**src/rtl/opnd_pkg.sv**
```systemverilog
package opnd_pkg;

    localparam int unsigned OPND_A_W = 30;
    localparam int unsigned OPND_D_W = 25;
    localparam int unsigned MODE_W   = 4;

    // mode bit positions
    localparam int unsigned MB_PICK_FIRST = 0;
    localparam int unsigned MB_KILL_A     = 1;
    localparam int unsigned MB_KILL_D     = 2;
    localparam int unsigned MB_NEGATE_A   = 3;

    function automatic bit depths_ok(input int unsigned a_depth, input int unsigned casc_depth);
        return (a_depth == 0 && casc_depth == 0) ||
               (a_depth == 1 && casc_depth == 1) ||
               (a_depth == 2 && (casc_depth == 1 || casc_depth == 2));
    endfunction

endpackage

```
**src/rtl/opnd_a_pipe.sv**
```systemverilog
module opnd_a_pipe #(
    parameter int unsigned A_W         = 30,
    parameter int unsigned PA_W        = 25,
    parameter int unsigned A_DEPTH     = 2,
    parameter int unsigned CASC_DEPTH  = 1,
    parameter bit          A_FROM_CASC = 1'b0
) (
    input  logic            clk,
    input  logic            rst_a,
    input  logic            ce_a1,
    input  logic            ce_a2,
    input  logic [A_W-1:0]  a_in,
    input  logic [A_W-1:0]  acasc_in,
    input  logic            pick_first,
    output logic [A_W-1:0]  a_last_o,
    output logic [A_W-1:0]  casc_o,
    output logic [PA_W-1:0] pre_a_o
);

    logic [A_W-1:0] src;

    always_comb begin
        src = A_FROM_CASC ? acasc_in : a_in;
    end

    generate
        if (A_DEPTH == 2) begin : g_two
            typedef struct packed {
                logic [A_W-1:0] a1;
                logic [A_W-1:0] a2;
            } pair_t;

            pair_t st_d, st_q;

            always_comb begin
                st_d = st_q;
                if (rst_a) begin
                    st_d = '0;
                end else begin
                    if (ce_a1) st_d.a1 = src;
                    if (ce_a2) st_d.a2 = st_q.a1;
                end
            end

            always_ff @(posedge clk) begin
                st_q <= st_d;
            end

            assign a_last_o = st_q.a2;
            assign casc_o   = (CASC_DEPTH == 2) ? st_q.a2 : st_q.a1;
            assign pre_a_o  = pick_first ? st_q.a1[PA_W-1:0] : st_q.a2[PA_W-1:0];


            a1_hold_chk: assert property (@(posedge clk) disable iff (rst_a)
                !ce_a1 |=> $stable(st_q.a1));


            a2_hold_chk: assert property (@(posedge clk) disable iff (rst_a)
                !ce_a2 |=> $stable(a_last_o));
        end else if (A_DEPTH == 1) begin : g_one
            logic [A_W-1:0] a2_d, a2_q;

            always_comb begin
                a2_d = a2_q;
                if (rst_a)      a2_d = '0;
                else if (ce_a2) a2_d = src;
            end

            always_ff @(posedge clk) begin
                a2_q <= a2_d;
            end

            assign a_last_o = a2_q;
            assign casc_o   = a2_q;
            assign pre_a_o  = pick_first ? src[PA_W-1:0] : a2_q[PA_W-1:0];


            a2_hold_chk: assert property (@(posedge clk) disable iff (rst_a)
                !ce_a2 |=> $stable(a_last_o));
        end else begin : g_zero
            assign a_last_o = src;
            assign casc_o   = src;
            assign pre_a_o  = src[PA_W-1:0];
        end
    endgenerate

endmodule

```
**src/rtl/opnd_preadd.sv**
```systemverilog
module opnd_preadd #(
    parameter int unsigned W = 25
) (
    input  logic [W-1:0] a_i,
    input  logic [W-1:0] d_i,
    input  logic         kill_a,
    input  logic         kill_d,
    input  logic         negate_a,
    output logic [W-1:0] sum_o
);

    logic [W-1:0] a_op, d_op;

    always_comb begin
        a_op  = kill_a ? '0 : a_i;
        d_op  = kill_d ? '0 : d_i;
        sum_o = negate_a ? (d_op - a_op) : (d_op + a_op);
    end

endmodule

```
**src/rtl/opnd_prepipe.sv**
```systemverilog
module opnd_prepipe
    import opnd_pkg::*;
#(
    parameter int unsigned A_W         = OPND_A_W,
    parameter int unsigned D_W         = OPND_D_W,
    parameter int unsigned A_DEPTH     = 2,
    parameter int unsigned CASC_DEPTH  = 1,
    parameter bit          A_FROM_CASC = 1'b0,
    parameter bit          AD_REG      = 1'b1
) (
    input  logic              clk,
    input  logic              rst_a,
    input  logic              rst_d,
    input  logic              ce_a1,
    input  logic              ce_a2,
    input  logic              ce_d,
    input  logic              ce_ad,
    input  logic [A_W-1:0]    a_in,
    input  logic [A_W-1:0]    acasc_in,
    input  logic [D_W-1:0]    d_in,
    input  logic [MODE_W-1:0] mode,
    output logic [A_W-1:0]    a_pipe_out,
    output logic [A_W-1:0]    acasc_out,
    output logic [D_W-1:0]    pa_out
);

    localparam int unsigned PA_W = D_W;

    generate
        if (!depths_ok(A_DEPTH, CASC_DEPTH)) begin : g_bad_depths
            initial $fatal(1, "opnd_prepipe: unsupported A_DEPTH/CASC_DEPTH pair");
        end
    endgenerate

    logic [PA_W-1:0] pre_a;
    logic [PA_W-1:0] pa_sum;

    opnd_a_pipe #(
        .A_W         (A_W),
        .PA_W        (PA_W),
        .A_DEPTH     (A_DEPTH),
        .CASC_DEPTH  (CASC_DEPTH),
        .A_FROM_CASC (A_FROM_CASC)
    ) u_a_pipe (
        .clk        (clk),
        .rst_a      (rst_a),
        .ce_a1      (ce_a1),
        .ce_a2      (ce_a2),
        .a_in       (a_in),
        .acasc_in   (acasc_in),
        .pick_first (mode[MB_PICK_FIRST]),
        .a_last_o   (a_pipe_out),
        .casc_o     (acasc_out),
        .pre_a_o    (pre_a)
    );

    // D operand register
    logic [D_W-1:0] dreg_d, dreg_q;

    always_comb begin
        dreg_d = dreg_q;
        if (rst_d)     dreg_d = '0;
        else if (ce_d) dreg_d = d_in;
    end

    always_ff @(posedge clk) begin
        dreg_q <= dreg_d;
    end


    d_hold_chk: assert property (@(posedge clk) disable iff (rst_d)
        !ce_d |=> $stable(dreg_q));

    opnd_preadd #(
        .W (PA_W)
    ) u_preadd (
        .a_i      (pre_a),
        .d_i      (dreg_q),
        .kill_a   (mode[MB_KILL_A]),
        .kill_d   (mode[MB_KILL_D]),
        .negate_a (mode[MB_NEGATE_A]),
        .sum_o    (pa_sum)
    );


    zero_both_chk: assert property (@(posedge clk) disable iff (rst_d)
        (mode[MB_KILL_A] && mode[MB_KILL_D]) |-> (pa_sum == '0));

    generate
        if (AD_REG) begin : g_ad_reg
            logic [PA_W-1:0] ad_d, ad_q;

            always_comb begin
                ad_d = ad_q;
                if (rst_d)      ad_d = '0;
                else if (ce_ad) ad_d = pa_sum;
            end

            always_ff @(posedge clk) begin
                ad_q <= ad_d;
            end

            assign pa_out = ad_q;


            ad_hold_chk: assert property (@(posedge clk) disable iff (rst_d)
                !ce_ad |=> $stable(pa_out));


            ad_capture_chk: assert property (@(posedge clk) disable iff (rst_d)
                ce_ad |=> (pa_out == $past(pa_sum)));
        end else begin : g_ad_bypass
            assign pa_out = pa_sum;
        end
    endgenerate

endmodule

```
**config.mk**
```make
export PLATFORM = sky130hd
export DESIGN_NAME = opnd_prepipe
export DESIGN_NICKNAME = d
export VERILOG_FILES = /design/src/rtl/opnd_pkg.sv /design/src/rtl/opnd_a_pipe.sv /design/src/rtl/opnd_preadd.sv /design/src/rtl/opnd_prepipe.sv
export SDC_FILE = /design/constraint.sdc
export NUM_CORES = 1
export LEC_CHECK = 0
export CAP_MARGIN = 30
export CORE_MARGIN = 4
export CORE_UTILIZATION = 45
export CTS_BUF_LIST = sky130_fd_sc_hd__clkbuf_8
export DETAILED_ROUTE_END_ITERATION = 8
export PLACE_DENSITY = 0.86
export SLEW_MARGIN = 20
export SYNTH_ARGS = -nofsm -noshare
export SYNTH_HDL_FRONTEND = slang
export SYNTH_HIERARCHICAL = 1
export SYNTH_SLANG_ARGS = --single-unit
```
**constraint.sdc**
```tcl
create_clock -name clk -period 4.4 [get_ports clk]
set_clock_uncertainty 0.1 [all_clocks]
set_input_delay 0.44 -clock clk [delete_from_list [all_inputs] [get_ports clk]]
set_output_delay 0.44 -clock clk [all_outputs]
set_load 0.01 [all_outputs]
```
# Word level (Yosys, flattened, before mapping)
# Cells that the tools add are included.
# word_totals
reg_bits	110
input_bits	96
out_inout_bits	85
word_cells	10
# classes
n_addsub	2
muxes	4
# ops
op	n
25-bit two-way mux	4
25-bit adder	1
25-bit subtractor	1

# Depth between registers and ports, before layout
# Gate-level depths: netlist of run 1.
# logic_depth
ltp_word	4
mapped_depth	19
depth_no_buf	18

# By module
# Netlist of run 1, hierarchy kept.
# by_module_without_submodules
module	n_inst	cells_per_inst	area_per_inst_um2	seq_area_each_um2
opnd_a_pipe	1	223	2539.9	1201.2
opnd_preadd	1	343	2210.9	0.0
opnd_prepipe	1	162	1818.0	1001.0

# Worst setup path after synthesis of run 1
# No wires, ideal clock.
# synth_path
path_kind	input-to-reg
startpoint	input mode[0]
endpoint	register g_ad_reg.ad_q[24], in the netlist pa_out[24]
setup_time_ns	0.117
t_arrival_ns	3.714
required_time_ns	4.183
slack_ns	0.469
path_stages	19
n_path_buf	3
cell_sequence	buf_6 -> buf_12 -> mux2_4 -> nor4_4 -> nand3b_2 -> o21ai_1 -> a21oi_1 -> xor2_1 -> nand2_1 -> ha_1 -> clkbuf_1 -> a21oi_1 -> o221ai_1 -> o221a_2 -> o21a_1 -> o21ai_0 -> xnor2_1 -> mux2i_1 -> nor2_1
# synth_via
elab_chain_cells	4
word_cells_on_any_way	5
cone_classes	add/sub: 2; mux: 3
# synth_rtl
item	line_no	source
start, declared	opnd_prepipe.sv:21	input logic [MODE_W-1:0] mode,
25-bit two-way mux *	opnd_a_pipe.sv:51	assign pre_a_o = pick_first ? st_q.a1[PA_W-1:0] : st_q.a2[PA_W-1:0];
net pre_a[9]	opnd_prepipe.sv:35	logic [PA_W-1:0] pre_a;
25-bit two-way mux *	opnd_preadd.sv:15	a_op = kill_a ? '0 : a_i;
25-bit adder / 25-bit subtractor (equally long branches)	opnd_preadd.sv:17	sum_o = negate_a ? (d_op - a_op) : (d_op + a_op);
25-bit two-way mux *	opnd_preadd.sv:17	
net pa_sum[24]	opnd_prepipe.sv:36	logic [PA_W-1:0] pa_sum;
end signal, assigned	opnd_prepipe.sv:100	ad_q <= ad_d;
end, declared	opnd_prepipe.sv:91	logic [PA_W-1:0] ad_d, ad_q;
# The timed path passes the listed nets; every way through them passes the cells marked *.
# A chain may end at the register's enable or synchronous reset.

# Worst setup path after layout of run 1
# Same ends and word-level chain as after synthesis.

==> metrics.md, run 1 <==
| Metric | Value |
|---|---|
| Number of cells on the critical path | 21 |
| I/O Buffers | 150 |
| Die height | 129 microns |
| Syn_nets | 850 |
| Largest net degree at the start of global routing | 51 |
| Crit-path max FO | 5 |
| Critical path's slowest cell | clkdlybuf4s50_1 |
| #FFs+latches synth | 110 |
| Core ar. | 14100 sq um |
| Vias | around 5700 |
| Sink Count | 110 |
| Cell Area, Synth | ~6600 sq um |
| Net Sw Power | between 0.0008 and 0.0009 W |
| Place WS | -213 ps |
| Pre-antenna DRT Iters | 4 |
| Hold_buf cts | 0 |
| Setup violators final | 0 |
| Register area share after synthesis | between 30% and 40% |
| Final worst-path cycle share | 93.4% |
| Pins over their slew limit | 0 |
| Setup crit end kind | flip-flop |
| Pint | 0.00186 W |
| Max IR drop VDD | approximately 0.3 mV |
| Yosys top cell area share | roughly a third |
| Share of cells above drive strength 1 | between 10% and 20% |
| Drc violations | 0 |
| Count leader, synth | nor2_1 |
| Clock slew seen by the registers of the worst setup and hold paths | roughly 100 ps |
| Nets | between 1000 and 1500 |
| Max-cap violations | 0 |
| Wire length per cell | 14.7 microns |
| Buffers and inverters on the worst path | 5 |
| Gr ovfl total | 0 |
| Mean Syn Cell Area | ~9 sq um |
| GP Congestion | 0.881 |
| Total CTS buffers | 9 |
| Required time worst endpoint | around 4600 ps |
| Chip Width | approximately 130 microns |
| Root Buffer | clkbuf_8 |
| DRT antenna net count | 0 |
| CP Launch Type | input port |
| Post-Synthesis Cells | approximately 730 |
| Row count | 43 |
| Worst R2R Path Depth | 18 |
| Hpwl dp | 13100 microns |
| RSZ-0062 raised after global routing | yes |
| Gate power share | a little under two fifths |
| Cell taking the most area after synthesis | dfxtp_1 |
| Initial DRC Count | roughly 260 |
| Diode count | 0 |
| Utilization after layout | a little under two thirds |
| Worst path cell trace | clkdlybuf4s50_1, buf_4, mux2_4, buf_4, nor2_1, nand3_1, o21ai_1, buf_4, a21oi_1, xor2_1, nand2_1, ha_1, a21oi_1, a21boi_0, nor4b_1, nand3_1, o21ai_1, buf_4, xnor2_1, mux2i_1, nor2_1 |
| DR vias/cell | around 5.1 |
| Initial Util | between 40 and 50% |
| Fin crit period | roughly 4100 ps |
| Vias in the first global route | 5909 |
| Synth top area cells | dfxtp_1 (34%), mux2i_1 (17%), nor2_1 (8.5%) |
| Area grow syn2layout | 36.3% |
| Worst slew margin | 39.5% |
| Initial antenna violation count | 0 |
| Skew-Pair Late Insertion Delay | about 400 ps |
| Ys flop type | dfxtp_1 |
| Max Clk Rate | 243 MHz |
| Routed wire length | ~17000 microns |
| Die area | ~17000 sq um |
| Seq pwr share | 40.8% |
| Global-route wire length before repair | between 20000 and 30000 microns |
| Final hold violations | 0 |
| Clock Power Share | between 20% and 30% |
| Hold Path Class | reg -> reg |
| Switching share of power | 32.6% |
| Status | complete, no violations |
| Worst Tran Pin Value | a little over 900 ps |
| Global Route Usage Sum | 20.8% |
| Most common library cells after synthesis | nor2_1 (148), mux2i_1 (111), dfxtp_1 (110) |
| CTS tree | done |
| Critical Setup Path Class | in -> reg |
| Post-synth cell types | between 50 and 60 |
| CP peak stage delay | roughly 500 ps |
| Worst path most repeated cell | buf_4 |
| H-tree levels | 3 |
| CP delay by family, top | buffers and inverters |
| Longest Clk Path Bufs | 2 |
| Hold Crit Depth | 2 |
| Fraction of registers with async set/reset | 0% |
| WP data arrival | ~4300 ps |
| PnR worst setup slack | 288 ps |
| Number of synthesized flops with an enable pin | 0 |
| Pwr/cell area | ~310 nW/um^2 |
| # IOs | 181 |
| Leak | around 4 nW |
| Yosys warnings | 6 |
-- registers in the layout, indices dropped and copies added, names as in the netlist --
register	flops
pa_out	25
dreg_q	25
u_a_pipe/a_last_o	30
u_a_pipe/casc_o	30
-- worst register-to-register path, stage by stage (launching register included) --
cell and delay, ps:
dfxtp_1 350, mux2_2 300, nor2b_1 150, inv_1 70
ha_2 220, o21ai_0 160, nor4_1 250, nor2_1 80
o211ai_1 260, ha_1 320, and2_1 210, a21boi_0 240
nor4b_1 320, nand3_1 120, o21ai_1 110, buf_4 130
xnor2_1 50, mux2i_1 130, nor2_1 50
-- cell usage in the layout (no fill, tap or decap), drive strengths merged, types with 7 or more instances in the layout --
cell type and n:
a21o 7, a21oi 35, buf 107, clkbuf 9, clkdlybuf4s50 147, dfxtp 110, ha 25, inv 16
mux2 26, mux2i 111, nand2 29, nand3 13, nor2 148, nor2b 32, nor4 7, o21ai 24
xnor2 23, xor2 14
-- power by group through the flow --
stage / logic [W] / registers [W] / clock network, W
2_1_floorplan: 0.000581 / 0.00117 / 0
3_3_place_gp: 0.00102 / 0.00115 / 0
3_5_place_dp: 0.00104 / 0.00115 / 0
4_1_cts: 0.00105 / 0.00113 / 0.000601
5_1_grt: 0.00116 / 0.00114 / 0.000629
6_report: 0.00105 / 0.00113 / 0.000580
-- what timing repair did --
item	CTS	global route
setup buffers	0	1
gates resized for setup	0	7
setup endpoints to repair	0	5
-- metrics by stage --
step	power (W)	cell area, sq um	setup TNS (ps)	hold slack, ps	std cells
2_1_floorplan	0.00175	6570	0	352	728
3_3_place_gp	0.00217	8720	-660	366	1116
3_5_place_dp	0.00219	8740	-857	379	1117
4_1_cts	0.00277	8920	0	381	1133
5_1_grt	0.00293	8960	-136	408	1134
6_report	0.00276	8960	0	401	1134
-- metal layers --
layer / part of all wire (%) / wire [microns] / up-vias / track usage, %
li1: - / - / 2968 / -
met1: 45 / 7570 / 2615 / 26.5
met2: 46 / 7680 / 155 / 33.9
met3: 7.4 / 1240 / 11 / 6.81
met4: 1.1 / 189 / 0 / 5.56
met5: 0 / 0 / - / 0
-- kinds of logic (layout without fill, tap and decap cells) --
group	Yosys count	count (layout)	synth area share [%]
compound gates	107	107	10.2
fa+ha+maj	26	26	5.07
xor+xnor	37	37	4.93
buf+inv	56	282	5.85
flops	110	110	33.5
mux	137	137	22.5
simple gates	255	255	17.9
-- path summary, 6_finish.rpt --
kind | startpoint | endpoint | slack (ps)
setup / recovery | mode[0] | pa_out[24]$_SDFFE_PP0P_ | 290
hold reg to reg | dreg_q[9]$_SDFFE_PP0P_ | dreg_q[9]$_SDFFE_PP0P_ | 400
hold / removal | dreg_q[9]$_SDFFE_PP0P_ | dreg_q[9]$_SDFFE_PP0P_ | 400
setup reg to reg | u_a_pipe/casc_o[1]$_SDFFE_PP0P_ | pa_out[24]$_SDFFE_PP0P_ | 650
-- layout make-up --
class | count | area (sq um)
multi-input combinational | 562 | 4010
sequential | 110 | 2200
clock buffer | 9 | 124
tap | 180 | 225
timing repair buffer | 254 | 2290
inverter | 12 | 45.0
fill | 1203 | 5140
clock inverter | 7 | 58.8
(Power assumes the default switching activity.)
==> run 2, diff against run 1 <==
--- a/config.mk
+++ b/config.mk
@@ -10,7 +10,7 @@
 export CORE_UTILIZATION = 45
 export CTS_BUF_LIST = sky130_fd_sc_hd__clkbuf_8
 export DETAILED_ROUTE_END_ITERATION = 8
-export PLACE_DENSITY = 0.86
+export PLACE_DENSITY = 0.76
 export SLEW_MARGIN = 20
 export SYNTH_ARGS = -nofsm -noshare
 export SYNTH_HDL_FRONTEND = slang
==> run 2 against run 1 <==
Sequential share of layout area down 0.055 points. Die area is the same. Global-route usage shrank 0.75 points. Wire length decreased by 1.7%. Combinational power about the same. Non-clock buffer count fell by 1. Clock power grew 10%. Sequential cell count is the same. Hold slack worse by 80 ps. Cell count about the same. Critical path type unchanged.
==> metrics.md, run 2 (synthesized netlist as in run 1, its figures left out) <==
| Metric | Value |
|---|---|
| GP Congestion | between 0.8 and 0.9 |
| Most common cell after layout, fill and taps aside | nor2_1 |
| Wire length per cell | 14.5 microns |
| Hold_buf cts | 0 |
| Nets | roughly 1100 |
| Crit-path max FO | 10 |
| Final Cell Area | ~9000 sq um |
| CTS tree | done |
| CP peak stage delay | between 500 and 600 ps |
| Die area | about 17000 sq um |
| Setup crit end kind | flip-flop |
| Utilization after layout | around 64% |
| Fin crit period | ~4100 ps |
| Worst R2R Path Depth | 17 |
| Hpwl dp | 12600 microns |
| Diode count | 0 |
| Routed wire length | 16400 microns |
| Final hold violations | 0 |
| Sink Count | 110 |
| DR vias/cell | between 5 and 6 |
| WP data arrival | around 4300 ps |
| Pwr/cell area | between 300 and 400 nW/um^2 |
| Setup TNS | 0 ps |
| # IOs | ~180 |
| Die height | 129 microns |
| Worst Tran Pin Value | 911 ps |
| Share of cells above drive strength 1 | 16.7% |
| Worst slew margin | 39.2% |
| Required time worst endpoint | 4590 ps |
| Initial Util | 46.6% |
| Critical path's slowest cell | clkdlybuf4s50_1 |
| Initial antenna violation count | 0 |
| Clock slew seen by the registers of the worst setup and hold paths | 120 ps |
| Worst Setup SP | mode[0] |
| R2r startpoint | u_a_pipe/casc_o[1]$_SDFFE_PP0P_ |
| Skew-Pair Late Insertion Delay | around 410 ps |
| I/O Buffers | 150 |
| Number of cells on the critical path | 21 |
| Vias in the first global route | ~5500 |
| Pre-antenna DRT Iters | 4 |
| Crit path capture | pa_out[17]$_SDFFE_PP0P_ |
| DRT antenna net count | 0 |
| Vias | 5711 |
| Row count | 43 |
| Drc violations | 0 |
| Leak | just over 4 nW |
| Largest net degree at the start of global routing | 51 |
| Max-cap violations | 0 |
| Placed Area | approximately 8700 sq um |
| Chip Width | roughly 130 microns |
| Buffers and inverters on the worst path | 5 |
| Critical Setup Path Class | in -> reg |
| Place WS | -222 ps |
| Initial DRC Count | ~360 |
| Reg2reg end | pa_out[23]$_SDFFE_PP0P_ |
| Final worst-path cycle share | 94.0% |
| Setup slack, reg-to-reg | 670 ps |
| PnR worst setup slack | roughly 260 ps |
| Pins over their slew limit | 0 |
| CP Launch Type | input port |
| Max IR drop VDD | 0.278 mV |
| Global Route Usage Sum | approximately a fifth |
| Final hold slack | approximately 320 ps |
| Hold Path Class | in -> reg |
| Longest Clk Path Bufs | 2 |
| Worst path cell trace | clkdlybuf4s50_1, buf_12, mux2_2, buf_4, nor2_1, nand3_1, buf_4, nor4_1, nor2_1, xor2_1, nand2_1, ha_1, buf_4, nand4_1, nor3_1, o31ai_1, nand2_1, a41oi_1, xnor2_1, mux2i_1, nor2_1 |
| Setup violators final | 0 |
| Gr ovfl total | 0 |
| Root Buffer | clkbuf_8 |
| Core ar. | about 14000 sq um |
| H-tree levels | 3 |
| CP delay by family, top | simple AND/OR/NAND/NOR gates |
| Status | complete, no violations |
| Commonest cells after routing, fill and taps aside | nor2_1 (148), clkdlybuf4s50_1 (147), mux2i_1 (111), dfxtp_1 (110), buf_4 (100) |
| Total CTS buffers | 9 |
| Max Clk Rate | 242 MHz |
| Area grow syn2layout | 36.6% |
| Global-route wire length before repair | approximately 27000 microns |
==> run 2: layer usage <==
metal	track usage, %	vias to the layer above	share of wire, %	wire length (microns)
met5	0	-	0	0
met4	4.51	0	0.72	118
met1	27.2	2599	48	7840
met3	6.81	9	7.0	1150
met2	31.0	138	44	7290
li1	-	2965	-	-
==> run 2: through the flow <==
step	cells	power, W
after floorplan	728	0.00175
after global placement	1114	0.00218
after detailed placement	1115	0.00219
after CTS	1131	0.00284
after global routing	1133	0.00300
final	1133	0.00282
==> run 2: area by class of cell <==
class                   instances  area (sq um)
repair buffers                253          2300
well taps                     180           225
clock buffers                   9           124
flip-flops and latches        110          2200
clock inverters                 7          82.6
multi-input cells             562          4000
fillers                      1215          5120
inverters                      12          45.0
==> run 2: worst min-delay path by stage <==
| stage | start | to | slack [ps] | cells after the start |
|---|---|---|---|---|
| 3_3_place_gp | dreg_q[3]$_SDFFE_PP0P_ | dreg_q[3]$_SDFFE_PP0P_ | 370 | 2 |
| 3_5_place_dp | dreg_q[2]$_SDFFE_PP0P_ | dreg_q[2]$_SDFFE_PP0P_ | 380 | 2 |
| 4_1_cts | rst_a | u_a_pipe/casc_o[17]$_SDFFE_PP0P_ | 300 | 2 |
| 5_1_grt | rst_a | u_a_pipe/casc_o[17]$_SDFFE_PP0P_ | 320 | 2 |
| 6_report | rst_a | u_a_pipe/casc_o[15]$_SDFFE_PP0P_ | 320 | 2 |
| 2_1_floorplan | dreg_q[10]$_SDFFE_PP0P_ | dreg_q[10]$_SDFFE_PP0P_ | 350 | 2 |
==> run 2: report_power, final <==
group	internal [W]	leakage (nW)	total (W)	switching [W]
Clock	0.000233	0.107	0.000638	0.000404
Combinational	0.000575	3.07	0.00106	0.000481
Sequential	0.00107	0.905	0.00112	0.0000506
==> run 2: worst reg2reg max path, delay by kind of cell (launching register included) <==
family / cells / cell delay [ps]
AOI/OAI and AO/OA: 5 / 1210
adders and majority gates: 2 / 590
muxes: 2 / 370
xor gates and xnor gates: 2 / 320
and+or+nand+nor: 4 / 500
buffers and inverters: 2 / 230
DFF: 1 / 350
==> run 2: repair_timing <==
action                                  CTS  global route
gates resized for setup                   0             9
endpoints found under the setup margin    0             6
buffers inserted                          0             2
==> run 3, diff against run 2 <==
==> constraint.sdc (replaced) <==
create_clock -name clk -period 4.9 [get_ports clk]
set_clock_uncertainty 0.1 [all_clocks]
set_input_delay 0.49 -clock clk [delete_from_list [all_inputs] [get_ports clk]]
set_output_delay 0.49 -clock clk [all_outputs]
set_load 0.01 [all_outputs]
==> run 3 against run 2 <==
Utilization decreased by 4.0 points. Sequential share of layout area rose by 1.6 points. Register-to-register slack gained 280 ps. Critical path type unchanged. Critical endpoint is now pa_out[23]$_SDFFE_PP0P_. Largest power group unchanged.
==> metrics.md, run 3 (synthesized netlist as in run 1, its figures left out) <==
| Metric | Value |
|---|---|
| Skew-Pair Late Insertion Delay | 400 ps |
| Worst Tran Pin Value | roughly 940 ps |
| Pwr/cell area | approximately 290 nW/um^2 |
| Longest Clk Path Bufs | 2 |
| Max Clk Rate | 225 MHz |
| Total CTS buffers | 9 |
| Die height | 129 microns |
| Hold Crit Depth | 2 |
| Setup TNS | 0 ps |
| CTS tree | done |
| Chip Width | roughly 130 microns |
| Number of cells on the critical path | 17 |
| # IOs | 181 |
| Required time worst endpoint | 5070 ps |
| Setup crit end kind | flip-flop |
| Die area | around 17000 sq um |
| Final worst-path cycle share | between 90% and 100% |
| RSZ-0062 raised after global routing | no |
| Critical path's slowest cell | clkdlybuf4s50_1 |
| CP peak stage delay | 530 ps |
| Sink Count | 110 |
| Wire length per cell | ~15 microns |
| Utilization after layout | 59.7% |
| Leak | 3.72 nW |
| I/O Buffers | 150 |
| Tot Pwr | ~0.0024 W |
| CP Launch Type | input port |
| Final hold slack | 392 ps |
| Global Route Usage Sum | approximately a fifth |
| Max IR drop VDD | 0.261 mV |
| Routed wire length | ~16000 microns |
| DR vias/cell | 5.18 |
| Gr ovfl total | 0 |
| Hpwl dp | ~12000 microns |
| Crit-path max FO | 18 |
| Pins over their slew limit | 0 |
| Diode count | 0 |
| Fin crit period | 4440 ps |
| DRT antenna net count | 0 |
| Post-CTS resize count | 0 |
| Setup violators final | 0 |
| Hold Path Class | reg -> reg |
| Root Buffer | clkbuf_8 |
| Initial DRC Count | roughly 260 |
| Vias | 5496 |
| Global-route wire length before repair | between 20000 and 30000 microns |
| Pre-antenna DRT Iters | 5 |
| Area grow syn2layout | 28.1% |
| Critical Setup Path Class | in -> reg |
| Nets | between 900 and 1000 |
| Initial antenna violation count | 0 |
| Hold_buf cts | 0 |
| Clock slew seen by the registers of the worst setup and hold paths | about 100 ps |
| Commonest cells after routing, fill and taps aside | nor2_1 (148), clkdlybuf4s50_1 (147), mux2i_1 (111), dfxtp_1 (110), a21oi_1 (35) |
| Worst path most repeated cell | a21oi_1 |
| Worst R2R Path Depth | 17 |
| H-tree levels | 3 |
| Buffers and inverters on the worst path | 3 |
| Share of cells above drive strength 1 | roughly a tenth |
| Vias in the first global route | approximately 5500 |
| Initial Util | 46.6% |
| Most common cell after layout, fill and taps aside | nor2_1 |
| Largest net degree at the start of global routing | 51 |
| Worst slew margin | 37.6% |
| Status | complete, no violations |
| Row count | 43 |
| Post-CTS Setup Bufs | 0 |
| Worst path cell trace | clkdlybuf4s50_1, buf_12, mux2_4, nor4_1, buf_4, o21a_1, a21oi_1, a31o_2, ha_1, a21oi_1, o21ai_0, a21o_1, a211oi_1, o31ai_1, xor2_1, mux2i_1, nor2_1 |
| Drc violations | 0 |
| Max-cap violations | 0 |
| Core ar. | 14100 sq um |
| WP data arrival | approximately 4600 ps |
| CP delay by family, top | compound AO/OA/AOI/OAI gates |
| Fill count | around 1300 |
| Final hold violations | 0 |
| GP Congestion | 0.907 |
-- run 3: changes by cell type in the layout (fill, tap and decap cells not counted), sizes merged --
cell / delta
buf: -71
inv: -2
bufinv: +1
clkinvlp: +1
-- run 3: cell type report --
cell class,instances,area [sq um],area share (%)
Multi-Input combinational cell,562,3980,47.3
Sequential cell,110,2200,26.2
Timing Repair Buffer,182,1750,20.8
Clock inverter,7,81.3,0.967
Tap cell,180,225,2.68
Inverter,12,45.0,0.535
Clock buffer,9,124,1.47
-- run 3: layer usage --
metal	vias up	GRT usage, %	routed length [microns]
met3	20	6.77	1160
met1	2503	25.1	7550
li1	2822	-	-
met4	0	6.30	293
met5	-	0	0
met2	151	31.7	7160
-- run 3: through the flow --
stage | instances | worst slack (ps) | instance area, sq um
detailed placement | 1046 | 133 | 8210
finish | 1062 | 462 | 8410
CTS | 1062 | 562 | 8410
floorplan | 728 | 919 | 6570
global route | 1062 | 200 | 8410
global placement | 1045 | 180 | 8190
-- run 3: where the power goes --
part / switching [W] / internal [W] / total, W
Clock: 0.000332 / 0.000244 / 0.000576
Combinational: 0.000409 / 0.000436 / 0.000845
Sequential: 0.0000463 / 0.000964 / 0.00101
Total: 0.000788 / 0.00164 / 0.00243
-- run 3: path summary, 6_finish.rpt --
kind	from	end	slack [ps]
worst max-delay path	mode[0]	pa_out[23]$_SDFFE_PP0P_	460
worst min-delay path	dreg_q[12]$_SDFFE_PP0P_	dreg_q[12]$_SDFFE_PP0P_	390
worst max register to register	u_a_pipe/casc_o[1]$_SDFFE_PP0P_	pa_out[23]$_SDFFE_PP0P_	950
worst min register to register	dreg_q[12]$_SDFFE_PP0P_	dreg_q[12]$_SDFFE_PP0P_	390
-- run 3: worst reg2reg max path, cell delays in order (launching register included) --
cell	delay, ps
dfxtp_1	390
mux2_2	190
nor2b_1	160
inv_1	60
ha_1	290
o21a_1	220
a21oi_1	220
o21ai_0	100
a31o_2	220
ha_1	310
a21oi_1	270
o21ai_0	160
a21o_1	220
a211oi_1	390
o31ai_1	160
xor2_1	160
mux2i_1	140
nor2_1	50
